===== src/rtl/burst_seq_pkg.sv =====
package burst_seq_pkg;

  typedef enum logic [1:0] {
    TR_IDLE   = 2'b00,
    TR_BUSY   = 2'b01,
    TR_NONSEQ = 2'b10,
    TR_SEQ    = 2'b11
  } trans_e;

  localparam logic [2:0] BT_SINGLE = 3'b000;
  localparam logic [2:0] BT_INCR   = 3'b001;

  // control -> datapath strobes
  typedef struct packed {
    logic load;     // capture a new request
    logic advance;  // current address was taken by the bus
    logic demote;   // remaining beats become an open-length burst
  } seq_strobe_t;

  // number of beats a request stands for
  function automatic int unsigned beatsOf(input logic [2:0] kind, input int unsigned asked);
    if (kind[2:1] != 2'b00) return 32'd2 << kind[2:1];
    if (kind[0] && asked != 0) return asked;
    return 32'd1;
  endfunction

  function automatic logic isWrapKind(input logic [2:0] kind);
    return !kind[0] && (kind[2:1] != 2'b00);
  endfunction

endpackage


===== src/rtl/burst_seq_ctrl.sv =====
module burst_seq_ctrl
  import burst_seq_pkg::*;
#(
  parameter int MAX_BEATS = 32,
  parameter int BEAT_W    = $clog2(MAX_BEATS + 1)
) (
  input  logic              clk,
  input  logic              rstN,
  input  logic              startReq,
  input  logic [2:0]        startBurst,
  input  logic [BEAT_W-1:0] startBeats,
  input  logic              grant,
  input  logic              ready,
  input  logic              breakNext,
  output seq_strobe_t       strobe,
  output trans_e            busTrans,
  output logic              busy,
  output logic              done
);

  logic              busyQ, ownedQ, startedQ, nonseqQ, dataPendQ, doneQ;
  logic [BEAT_W-1:0] beatsLeftQ;
  logic [BEAT_W-1:0] reqCount;
  logic              loadNow, active, accept, lossNow, lastDone;

  always_comb begin
    reqCount = BEAT_W'(beatsOf(startBurst, 32'(startBeats)));
    loadNow  = startReq && !busyQ;
    active   = busyQ && ownedQ && (beatsLeftQ != '0);
    accept   = active && ready;
    lossNow  = ready && !grant && ownedQ && busyQ;
    lastDone = busyQ && ready && dataPendQ && (beatsLeftQ == '0);
  end

  always_comb begin
    strobe.load    = loadNow;
    strobe.advance = accept;
    strobe.demote  = lossNow && (startedQ || accept);
  end

  always_comb begin
    if (!active)      busTrans = TR_IDLE;
    else if (nonseqQ) busTrans = TR_NONSEQ;
    else              busTrans = TR_SEQ;
  end

  assign busy = busyQ;
  assign done = doneQ;

  always_ff @(posedge clk or negedge rstN) begin
    if (!rstN) begin
      busyQ      <= 1'b0;
      ownedQ     <= 1'b0;
      startedQ   <= 1'b0;
      nonseqQ    <= 1'b1;
      dataPendQ  <= 1'b0;
      doneQ      <= 1'b0;
      beatsLeftQ <= '0;
    end else begin
      if (ready) begin
        ownedQ    <= grant;
        dataPendQ <= accept;
      end
      doneQ <= lastDone;
      if (loadNow) begin
        busyQ      <= 1'b1;
        beatsLeftQ <= reqCount;
        startedQ   <= 1'b0;
        nonseqQ    <= 1'b1;
      end else begin
        if (lastDone) busyQ <= 1'b0;
        if (accept) begin
          beatsLeftQ <= beatsLeftQ - BEAT_W'(1);
          startedQ   <= 1'b1;
          nonseqQ    <= breakNext;
        end
        if (lossNow) nonseqQ <= 1'b1;
      end
    end
  end

  assert_idle_when_unowned_R6: assert property (@(posedge clk) disable iff (!rstN)
    (ready && !grant) |=> (busTrans == TR_IDLE));

  assert_seq_after_active_R2: assert property (@(posedge clk) disable iff (!rstN)
    (busTrans == TR_SEQ) |-> ($past(busTrans) != TR_IDLE));

  assert_hold_on_wait_R4: assert property (@(posedge clk) disable iff (!rstN)
    (busTrans != TR_IDLE && !ready) |=> ($stable(busTrans) && $stable(beatsLeftQ)));

  assert_done_one_cycle_R10: assert property (@(posedge clk) disable iff (!rstN)
    done |=> !done);

  assert_done_clears_busy_R10: assert property (@(posedge clk) disable iff (!rstN)
    done |-> !busy);

endmodule


===== src/rtl/burst_seq_path.sv =====
module burst_seq_path
  import burst_seq_pkg::*;
#(
  parameter int ADDR_W    = 32,
  parameter int MAX_BEATS = 32,
  parameter int BEAT_W    = $clog2(MAX_BEATS + 1),
  parameter int KB_LG     = 10
) (
  input  logic              clk,
  input  logic              rstN,
  input  seq_strobe_t       strobe,
  input  logic [ADDR_W-1:0] startAddr,
  input  logic [2:0]        startBurst,
  input  logic [2:0]        startSize,
  input  logic [BEAT_W-1:0] startBeats,
  output logic [ADDR_W-1:0] addrOut,
  output logic [2:0]        burstOut,
  output logic [2:0]        sizeOut,
  output logic              breakNext
);

  localparam int SPAN_W = KB_LG + BEAT_W + 8;

  logic [ADDR_W-1:0] addrQ;
  logic [2:0]        burstQ, sizeQ, wrapLgQ;
  logic              wrapModeQ;

  logic [ADDR_W-1:0] stepBytes, wrapMask, linNext, nextAddr;
  logic              atWrap, atKb, crossKb, fixedIncr;
  logic [2:0]        loadBurst;

  always_comb begin
    stepBytes = ADDR_W'(1) << sizeQ;
    wrapMask  = (stepBytes << wrapLgQ) - ADDR_W'(1);
    linNext   = addrQ + stepBytes;
    nextAddr  = wrapModeQ ? ((addrQ & ~wrapMask) | (linNext & wrapMask)) : linNext;
    atWrap    = wrapModeQ && ((linNext & wrapMask) == '0);
  end

  generate
    if (ADDR_W > KB_LG) begin : g_kb
      logic [SPAN_W-1:0] loadCount, endOff;
      always_comb begin
        loadCount = SPAN_W'(beatsOf(startBurst, 32'(startBeats)));
        endOff    = SPAN_W'(startAddr[KB_LG-1:0]) + (loadCount << startSize);
        crossKb   = endOff > (SPAN_W'(1) << KB_LG);
        atKb      = (linNext[KB_LG-1:0] == '0);
      end
    end else begin : g_nokb
      always_comb begin
        crossKb = 1'b0;
        atKb    = 1'b0;
      end
    end
  endgenerate

  always_comb begin
    fixedIncr = startBurst[0] && (startBurst != BT_INCR);
    loadBurst = (fixedIncr && crossKb) ? BT_INCR : startBurst;
    breakNext = (burstQ == BT_INCR) && (wrapModeQ ? atWrap : atKb);
  end

  assign addrOut  = addrQ;
  assign burstOut = burstQ;
  assign sizeOut  = sizeQ;

  always_ff @(posedge clk or negedge rstN) begin
    if (!rstN) begin
      addrQ     <= '0;
      burstQ    <= BT_SINGLE;
      sizeQ     <= '0;
      wrapLgQ   <= 3'd2;
      wrapModeQ <= 1'b0;
    end else if (strobe.load) begin
      addrQ     <= startAddr;
      sizeQ     <= startSize;
      burstQ    <= loadBurst;
      wrapModeQ <= isWrapKind(startBurst);
      wrapLgQ   <= {1'b0, startBurst[2:1]} + 3'd1;
    end else begin
      if (strobe.advance) addrQ  <= nextAddr;
      if (strobe.demote)  burstQ <= BT_INCR;
    end
  end

  assert_wrap_stays_in_region_R3: assert property (@(posedge clk) disable iff (!rstN)
    (strobe.advance && wrapModeQ) |=>
      ((addrQ & ~$past(wrapMask)) == ($past(addrQ) & ~$past(wrapMask))));

  assert_demote_gives_incr_R7: assert property (@(posedge clk) disable iff (!rstN)
    (strobe.demote && !strobe.load) |=> (burstQ == BT_INCR));

endmodule


===== src/rtl/burst_seq_master.sv =====
module burst_seq_master
  import burst_seq_pkg::*;
#(
  parameter int ADDR_W    = 32,
  parameter int MAX_BEATS = 32,
  parameter int KB_LG     = 10,
  localparam int BEAT_W   = $clog2(MAX_BEATS + 1)
) (
  input  logic              clk,
  input  logic              rstN,
  input  logic              startReq,
  input  logic [ADDR_W-1:0] startAddr,
  input  logic [2:0]        startBurst,
  input  logic [2:0]        startSize,
  input  logic [BEAT_W-1:0] startBeats,
  input  logic              grant,
  input  logic              ready,
  output logic [1:0]        busTrans,
  output logic [ADDR_W-1:0] busAddr,
  output logic [2:0]        busBurst,
  output logic [2:0]        busSize,
  output logic              busy,
  output logic              done
);

  seq_strobe_t strobe;
  trans_e      ctrlTrans;
  logic        breakNext;

  burst_seq_ctrl #(.MAX_BEATS(MAX_BEATS), .BEAT_W(BEAT_W)) u_ctrl (
    .clk(clk), .rstN(rstN), .startReq(startReq), .startBurst(startBurst),
    .startBeats(startBeats), .grant(grant), .ready(ready), .breakNext(breakNext),
    .strobe(strobe), .busTrans(ctrlTrans), .busy(busy), .done(done)
  );

  burst_seq_path #(.ADDR_W(ADDR_W), .MAX_BEATS(MAX_BEATS), .BEAT_W(BEAT_W), .KB_LG(KB_LG)) u_path (
    .clk(clk), .rstN(rstN), .strobe(strobe), .startAddr(startAddr),
    .startBurst(startBurst), .startSize(startSize), .startBeats(startBeats),
    .addrOut(busAddr), .burstOut(busBurst), .sizeOut(busSize), .breakNext(breakNext)
  );

  assign busTrans = ctrlTrans;

  assert_addr_hold_on_wait_R4: assert property (@(posedge clk) disable iff (!rstN)
    (busTrans[1] && !ready) |=> ($stable(busAddr) && $stable(busBurst)));

  assert_fixed_incr_in_kb_R9: assert property (@(posedge clk) disable iff (!rstN)
    (busTrans == 2'b11 && busBurst[0] && busBurst != BT_INCR) |->
      (busAddr[ADDR_W-1:KB_LG] == $past(busAddr[ADDR_W-1:KB_LG])));

endmodule


===== config.mk =====
export PLATFORM = sky130hd
export DESIGN_NAME = burst_seq_master
export DESIGN_NICKNAME = d
export VERILOG_FILES = /design/src/rtl/burst_seq_pkg.sv /design/src/rtl/burst_seq_ctrl.sv /design/src/rtl/burst_seq_path.sv /design/src/rtl/burst_seq_master.sv
export SDC_FILE = /design/constraint.sdc
export NUM_CORES = 1
export LEC_CHECK = 0
export BUFFER_PORTS_ARGS = -buffer_cell sky130_fd_sc_hd__buf_2
export CELL_PAD_IN_SITES_DETAIL_PLACEMENT = 1
export CELL_PAD_IN_SITES_GLOBAL_PLACEMENT = 2
export CORE_MARGIN = 2
export CORE_UTILIZATION = 33
export CTS_CLUSTER_DIAMETER = 100
export CTS_CLUSTER_SIZE = 14
export DETAILED_ROUTE_END_ITERATION = 10
export MAX_ROUTING_LAYER = met4
export PLACE_DENSITY = 0.8
export RECOVER_POWER = 100
export SLEW_MARGIN = 20
export SYNTH_ARGS = -nofsm -noshare
export SYNTH_HDL_FRONTEND = slang
export SYNTH_HIERARCHICAL = 1
export SYNTH_SLANG_ARGS = --single-unit

===== constraint.sdc =====
create_clock -name clk -period 4.6 [get_ports clk]
set_clock_uncertainty 0.15 [all_clocks]
set_input_delay 0.46 -clock clk [delete_from_list [all_inputs] [get_ports clk]]
set_output_delay 0.46 -clock clk [all_outputs]
set_load 0.01 [all_outputs]

==> out/qor.yml, run 1 <==
power_and_ir_drop:
  power_density_mw_per_mm2: 625
  ir_drop_mv: 0.223
  finalPower_mw: 3.77
  combPwrFrac_pct: 59.1
  pwr-share-clk_pct: 12.4
  cellLeakagePower_nw: 2.41
  seq_power_share_pct: 28.5
  intPower_mw: 1.83
  switching_power_mw: 1.94
  p_sw_share_pct: 51.5
sta:
  setup_viol: 0
  slew_viol_final: 55
  worst_slew_pin_slew_ps: 3150
  holdWs_ps: 198
  fin_crit_sh_pct: 94.0
  max_slew_margin_pct: -110
  fin_crit_ps: 4330
  hold_viol: 0
  finalWorstSetupSlack_ps: 274
  fmax_ghz: 0.231
  rsz0062_at_grt: "no"
worst_setup_path:
  cp_max_fo: 13
  rr_startpoint: "u_path/sizeOut[0]"
  slowest_stage: "or4b_1"
  cpMostUsedCell: "and2_0"
  path_class: "reg -> reg"
  critPathMaxStageDelay_ps: 680
  cp.required_ps: 4700
  critPathLaunch: "u_path/sizeOut[0]"
  r2r_end: "u_ctrl/nonseqQ"
  crit_chain: "nor2_1 -> and2_0 -> ha_1 -> nand3_1 -> o21ba_1 -> or4b_1 -> and2_0 -> a2111oi_4 -> a311oi_1 -> or3_1 -> o21ai_0 -> nand3b_1 -> o31a_1"
  cp.arrival_ps: 4430
  ff2ff_path_depth: 13
  cp-start-kind: "register"
  rrSetupSlack_ps: 270
  endpoint_kind: "register"
clocking:
  clockBufferDepth: 2
  cts_resized: 0
  path_clk_slew_ps: 80
  clock-sinks: 54
  numCtsBuffers: 5
  postCtsSetupBuffers: 0
  htreeDepth: 2
  holdBufCountCts: 0
  root_buffer: "clkbuf_16"
  cts_tree: "yes"
  clock_latency_ps: 310
logic_synthesis:
  synth_async_sr_flop_share_pct: 100
  yosys_warnings: 6
  seq_area_frac_synth_pct: 25.3
  ys.flop_type: "dfrtp_1"
  syn_inst: 690
  syn-cell-area_mm2: 0.00536
  synth_seq_cells: 54
  syn-num-nets: 768
  avgSynthCellArea_um2: 7.76
  synth-edff-count: 0
  yosysUniqueCellTypes: 77
grt:
  grt_overflow: 0
  grt_max_degree: 76
  grt_util_all_layers_pct: 21.8
  grt_first_pass_wirelength_um: 30100
  first_global_vias: 5624
  antenna_found_initial: 0
place:
  gp_congestion: 0.885
  dpl.hpwl_um: 13700
  dp_cells: 962
  post-place-ws_ps: -28.7
  place_area_mm2: 0.00595
  port_buffers: 90
worst_hold_path:
  hp-class: "in -> reg"
  min_from: "startAddr[16]"
  holdPathStages: 3
floorplanning:
  start_util_pct: 33.7
  die_y_um: 131
  die_area_mm2: 0.0173
  row_count: 46
  die_width_um: 131
  io_pins: 91
  core_area_mm2: 0.0159
detailed_routing:
  drtIter0Drc: 290
  firstDrtPassIters: 5
  drt_wl_total_um: 18100
  routed-wl-met2_um: 8540
  drt-met1-wl_um: 8650
  viasPerCell: 5.62
  wl_met3_um: 595
  drc_errors: 0
  avgRoutedWirePerCell_um: 18.7
  vias: 5456
  top_layer: "met4"
  ant_nets: 0
cells_and_area:
  drive_gt1_share_pct: 11.7
  final_cell_mix: "75 x nor2_1, 66 x nand2_1, 52 x dfrtp_1"
  antenna_cells: 0
  layoutNonFillerInstCount: 970
  final_nets: 831
  fill_cells: 2022
  layout_commonest_cell: "nor2_1"
  postLayoutCellArea_mm2: 0.00603
  syn_to_final_growth_pct: 12.5
run_status:
  outcome: "finished with violations"
  violations: "capacitance limit, slew limit"
job:
  cap_violations: 1
-- per-layer routing --
metal | global-route usage [%] | up-vias
li1 | - | 2637
met1 | 29.0 | 2677
met2 | 34.7 | 118
met3 | 2.62 | 24
met4 | 6.64 | 0
met5 | - | -
-- area by class of cell --
class                   count  area [um^2]  share of cell area, %
clock buffers               5          125                   2.08
clock inverters             3         48.8                  0.809
inverters                  26         97.6                   1.62
multi-input cells         568         3690                   61.1
flip-flops and latches     54         1350                   22.5
well taps                 216          270                   4.48
repair buffers             98          448                   7.43
-- power groups by stage --
stage / logic (mW) / registers [mW] / clock network [mW]
finish: 2.23 / 1.07 / 0.467
global route: 2.49 / 1.12 / 0.499
CTS: 2.28 / 1.07 / 0.485
detailed placement: 2.26 / 1.08 / 0
global placement: 2.20 / 1.07 / 0
floorplan: 1.66 / 0.951 / 0
-- critical path: cells and delay by family, from the launching register on --
kind | cells | cell delay, ps
adders and majority gates | 1 | 360
DFF | 1 | 570
AOI/OAI and AO/OA | 5 | 1050
and+or+nand+nor | 7 | 2150
-- worst max-delay path by stage --
stage,end,slack (ps),cells past startpoint
detailed placement,u_path/burstOut[2],-30,16
global placement,u_path/burstOut[2],150,16
finish,u_ctrl/nonseqQ,270,13
CTS,u_path/burstOut[2],310,16
global route,u_path/burstOut[2],10,16
floorplan,u_path/burstOut[2],590,15
-- cell usage after synthesis (6+ instances only) --
| cell | number | area (um^2) |
|---|---|---|
| nor2_1 | 75 | 282 |
| nand2_1 | 66 | 248 |
| dfrtp_1 | 52 | 1300 |
| a21oi_1 | 47 | 235 |
| o21ai_0 | 36 | 180 |
| clkbuf_1 | 33 | 124 |
| nand3_1 | 29 | 145 |
| xnor2_1 | 28 | 245 |
| ha_1 | 27 | 338 |
| inv_1 | 26 | 97.6 |
| xor2_1 | 17 | 149 |
| nand4_1 | 16 | 100 |
| nor3_1 | 15 | 75.1 |
| o21ai_1 | 13 | 65.1 |
| a211oi_1 | 12 | 90.1 |
| and3_1 | 12 | 75.1 |
| a21o_1 | 11 | 82.6 |
| mux2_2 | 10 | 113 |
| mux2i_1 | 9 | 90.1 |
| a31oi_1 | 8 | 50.1 |
| nor2b_1 | 8 | 50.1 |
| o22ai_1 | 8 | 50.1 |
| nand2b_1 | 7 | 43.8 |
| a311oi_1 | 6 | 52.6 |
-- per-stage QoR --
stage,utilization (%),TNS (ps)
6_report,38.0,0
2_1_floorplan,-,0
5_1_grt,38.0,0
3_3_place_gp,37.4,0
4_1_cts,38.5,0
3_5_place_dp,37.4,-28.7
-- cell families after synthesis --
group	after synthesis	share of synthesized area, %
compound gates	193	23.8
xor+xnor	45	7.36
fa+ha+maj	29	7.05
buf+inv	68	5.42
flops	54	25.3
mux	19	3.78
simple gates	282	27.4
Power figures use the tool's default switching activity.
==> run 2, diff against run 1 <==
- ABC_AREA: default -> 1
- CORE_UTILIZATION: 33 -> 31
==> run 2 against run 1 <==
Net effect:
- the flow still finishes with violations (capacitance limit, slew limit)
- die area grew 17%
- utilization is 2.9 points lower
- sequential cell count stayed put
- non-clock buffer count decreased by 4
- final cell count increased by 28%
- total power grew 17%
- critical endpoint unchanged
- combinational power increased by 34%
- critical path depth up 10
- first-iteration DRC count fell by 27%
- count of clock-buffer cells in the layout is the same
- synthesized area up 10%
==> out/qor.yml, run 2 <==
logic_synthesis:
  synth_async_sr_flop_share_pct: 100  # unchanged
  avgSynthCellArea_um2: 6.35  # was 7.76 um^2
  yosys_warnings: 6  # unchanged
  post_synth_main_area_contributors: "dfrtp_1 22%, nand2_1 17%, nand3_1 7.6%"  # was dfrtp_1 24%, ha_1 6.3%, nor2_1 5.3%
  synth-edff-count: 0  # unchanged
  seq_area_frac_synth_pct: 22.9  # was 25.3%
  synth_most_common_cell: "nand2_1"  # was nor2_1
  synth_seq_cells: 54  # unchanged
  syn-num-nets: 1008  # was 768
  ys_top_cells_by_count: "263 x nand2_1, 97 x nor2_1, 96 x inv_1, 90 x nand3_1, 52 x dfrtp_1"  # was 75 x nor2_1, 66 x nand2_1, 52 x dfrtp_1, 47 x a21oi_1, 36 x o21ai_0
  ys.flop_type: "dfrtp_1"  # unchanged
  syn_inst: 930  # was 690
  synth_top_cell_area_share_pct: 22.0  # was 24.3%
  syn-cell-area_mm2: 0.00591  # was 0.00536 mm^2
  yosysUniqueCellTypes: 53  # was 77
  yosys.area.top_type: "dfrtp_1"  # unchanged
sta:
  rsz0062_at_grt: "no"  # unchanged
  fin_crit_sh_pct: 86.1  # was 94.0%
  fmax_ghz: 0.253  # was 0.231 GHz
  final.setup.tns_ps: 0  # unchanged
  worst_slew_pin_slew_ps: 3180  # was 3150 ps
  fin_crit_ps: 3960  # was 4330 ps
  slew_viol_final: 55  # unchanged
  setup_viol: 0  # unchanged
  max_slew_margin_pct: -112  # was -110%
  hold_viol: 0  # unchanged
floorplanning:
  core_area_mm2: 0.0187  # was 0.0159 mm^2
  die_area_mm2: 0.0202  # was 0.0173 mm^2
  die_y_um: 142  # was 131 um
  row_count: 50  # was 46
  die_width_um: 142  # was 131 um
  io_pins: 91  # unchanged
  start_util_pct: 31.6  # was 33.7%
detailed_routing:
  viasPerCell: 5.10  # was 5.62
  drc_errors: 0  # unchanged
  firstDrtPassIters: 4  # was 5
  drtIter0Drc: 213  # was 290
  vias: 6309  # was 5456
  drt_wl_total_um: 20300  # was 18100 um
  ant_nets: 0  # unchanged
  avgRoutedWirePerCell_um: 16.4  # was 18.7 um
worst_setup_path:
  cp-start-kind: "register"  # unchanged
  rrSetupSlack_ps: 640  # was 270 ps
  endpoint_kind: "register"  # unchanged
  ff2ff_path_depth: 23  # was 13
  rr_startpoint: "u_path/sizeOut[1]"  # was u_path/sizeOut[0]
  r2r_end: "u_ctrl/nonseqQ"  # unchanged
  cp_max_fo: 10  # was 13
  path_class: "reg -> reg"  # unchanged
  cp.required_ps: 4700  # about the same
  cp.arrival_ps: 4060  # was 4430 ps
clocking:
  cts_tree: "yes"  # unchanged
  path_clk_slew_ps: 80  # about the same
  postCtsSetupBuffers: 0  # unchanged
  clockBufferDepth: 2  # unchanged
  clock-sinks: 54  # unchanged
  root_buffer: "clkbuf_16"  # unchanged
  htreeDepth: 2  # unchanged
  clock_latency_ps: 320  # was 310 ps
  numCtsBuffers: 5  # unchanged
  holdBufCountCts: 0  # unchanged
  cts_resized: 0  # unchanged
place:
  port_buffers: 90  # unchanged
  gp_congestion: 0.872  # was 0.885
  place_area_mm2: 0.00651  # was 0.00595 mm^2
  dpl.hpwl_um: 16100  # was 13700 um
grt:
  grt_max_degree: 55  # was 76
  antenna_found_initial: 0  # unchanged
  first_global_vias: 6268  # was 5624
  grt_util_all_layers_pct: 20.9  # was 21.8%
  grt_overflow: 0  # unchanged
  grt_first_pass_wirelength_um: 32800  # was 30100 um
power_and_ir_drop:
  pwr-share-clk_pct: 9.4  # was 12.4%
  combPwrFrac_pct: 67.3  # was 59.1%
  switching_power_mw: 2.50  # was 1.94 mW
  power_density_mw_per_mm2: 676  # was 625 mW/mm^2
  seq_power_share_pct: 23.3  # was 28.5%
  cellLeakagePower_nw: 3.35  # was 2.41 nW
  intPower_mw: 1.93  # was 1.83 mW
  ir_drop_mv: 0.161  # was 0.223 mV
  p_sw_share_pct: 56.4  # was 51.5%
run_status:
  violations: "capacitance limit, slew limit"  # unchanged
  outcome: "finished with violations"  # unchanged
cells_and_area:
  postLayoutCellArea_mm2: 0.00655  # was 0.00603 mm^2
  layout_commonest_cell: "nand2_1"  # was nor2_1
  final_cell_mix: "266 x nand2_1, 98 x inv_1, 98 x nor2_1"  # was 75 x nor2_1, 66 x nand2_1, 52 x dfrtp_1
  syn_to_final_growth_pct: 10.8  # was 12.5%
  antenna_cells: 0  # unchanged
  fill_cells: 2527  # was 2022
  final_nets: 1081  # was 831
  drive_gt1_share_pct: 11.5  # was 11.7%
worst_hold_path:
  hold_end: "u_ctrl/dataPendQ"
  holdPathStages: 2  # was 3
  hp-class: "in -> reg"  # unchanged
  min_from: "ready"  # was startAddr[16]
job:
  cap_violations: 1  # unchanged
[run 2: cell count changes in the layout (fill, tap and decap cells not counted), moves of 9 or more]
cell and change:
xnor2_1 -18, mux2_2 -10, nand2_1 +200, nor2_1 +23
inv_1 +72, and3_1 -12, mux2i_1 -9, a22oi_1 +9
a211oi_1 -12, nand3_1 +63
[run 2: final cells by class]
cell class / instances / area (um^2) / share of cell area (%)
clock buffers: 5 / 125 / 1.91
inverters: 113 / 433 / 6.61
clock inverters: 3 / 28.8 / 0.439
flip-flops and latches: 54 / 1350 / 20.7
multi-input cells: 735 / 3900 / 59.5
repair buffers: 94 / 420 / 6.42
well taps: 234 / 293 / 4.47
[run 2: cells by family (layout without fill, tap and decap cells)]
logic type / Yosys count / in the layout / synth area share (%)
AOI/OAI and AO/OA: 149 / 149 / 15.2
buffers and inverters: 141 / 215 / 10.3
xor gates and xnor gates: 29 / 29 / 4.30
DFF: 54 / 54 / 22.9
adders and majority gates: 29 / 29 / 6.39
and+or+nand+nor: 528 / 528 / 40.9
[run 2: stage by stage]
stage	util (%)	total power, mW	worst slack [ps]	std cells	hold slack [ps]
CTS	35.6	4.54	893	1238	185
finish	35.0	4.43	640	1238	226
detailed placement	34.8	4.09	555	1230	355
floorplan	-	3.26	1290	930	14.4
global placement	34.8	4.06	761	1230	347
global route	35.0	4.90	226	1238	241
[run 2: worst max path at each step]
stage                         end  slack [ps]              start
2_1_floorplan  u_path/burstOut[1]        1290      startBurst[1]
3_3_place_gp   u_path/burstOut[2]         760      startBurst[1]
3_5_place_dp   u_path/burstOut[1]         560      startBurst[1]
4_1_cts        u_path/burstOut[1]         890      startBurst[1]
5_1_grt        u_path/burstOut[2]         230      startBurst[1]
6_report           u_ctrl/nonseqQ         640  u_path/sizeOut[1]
[run 2: power groups by stage]
stage	Clock (mW)	Sequential (mW)	Combinational (mW)
after detailed placement	0	1.05	3.05
after global placement	0	1.05	3.01
after global routing	0.447	1.08	3.37
final	0.417	1.03	2.98
after floorplan	0	0.966	2.30
after CTS	0.437	1.04	3.07
[run 2: per-layer routing]
| layer | share of wire [%] | track usage [%] | wire length [um] | up-vias |
|---|---|---|---|---|
| li1 | - | - | - | 3195 |
| met1 | 50 | 28.1 | 10100 | 3014 |
| met2 | 47 | 34.4 | 9460 | 86 |
| met3 | 2.5 | 2.22 | 503 | 14 |
| met4 | 1.1 | 3.74 | 223 | 0 |
| met5 | 0 | - | 0 | - |
[run 2: worst max-delay path, cell delays in order (launching register included)]
cell	delay [ps]
dfrtp_1	550
nor2_1	480
nand2_1	100
inv_1	80
ha_1	170
inv_1	60
fa_1	410
inv_1	70
nand3_1	60
nand2_1	180
nand3_1	120
nand2_1	240
nand2_1	110
nor2_1	190
nand3_1	130
nand3_1	100
nand2_1	60
nor2_1	90
nand2_1	60
nor2_1	100
nand2_1	80
a21oi_1	140
nand2_1	80
nand4_1	80
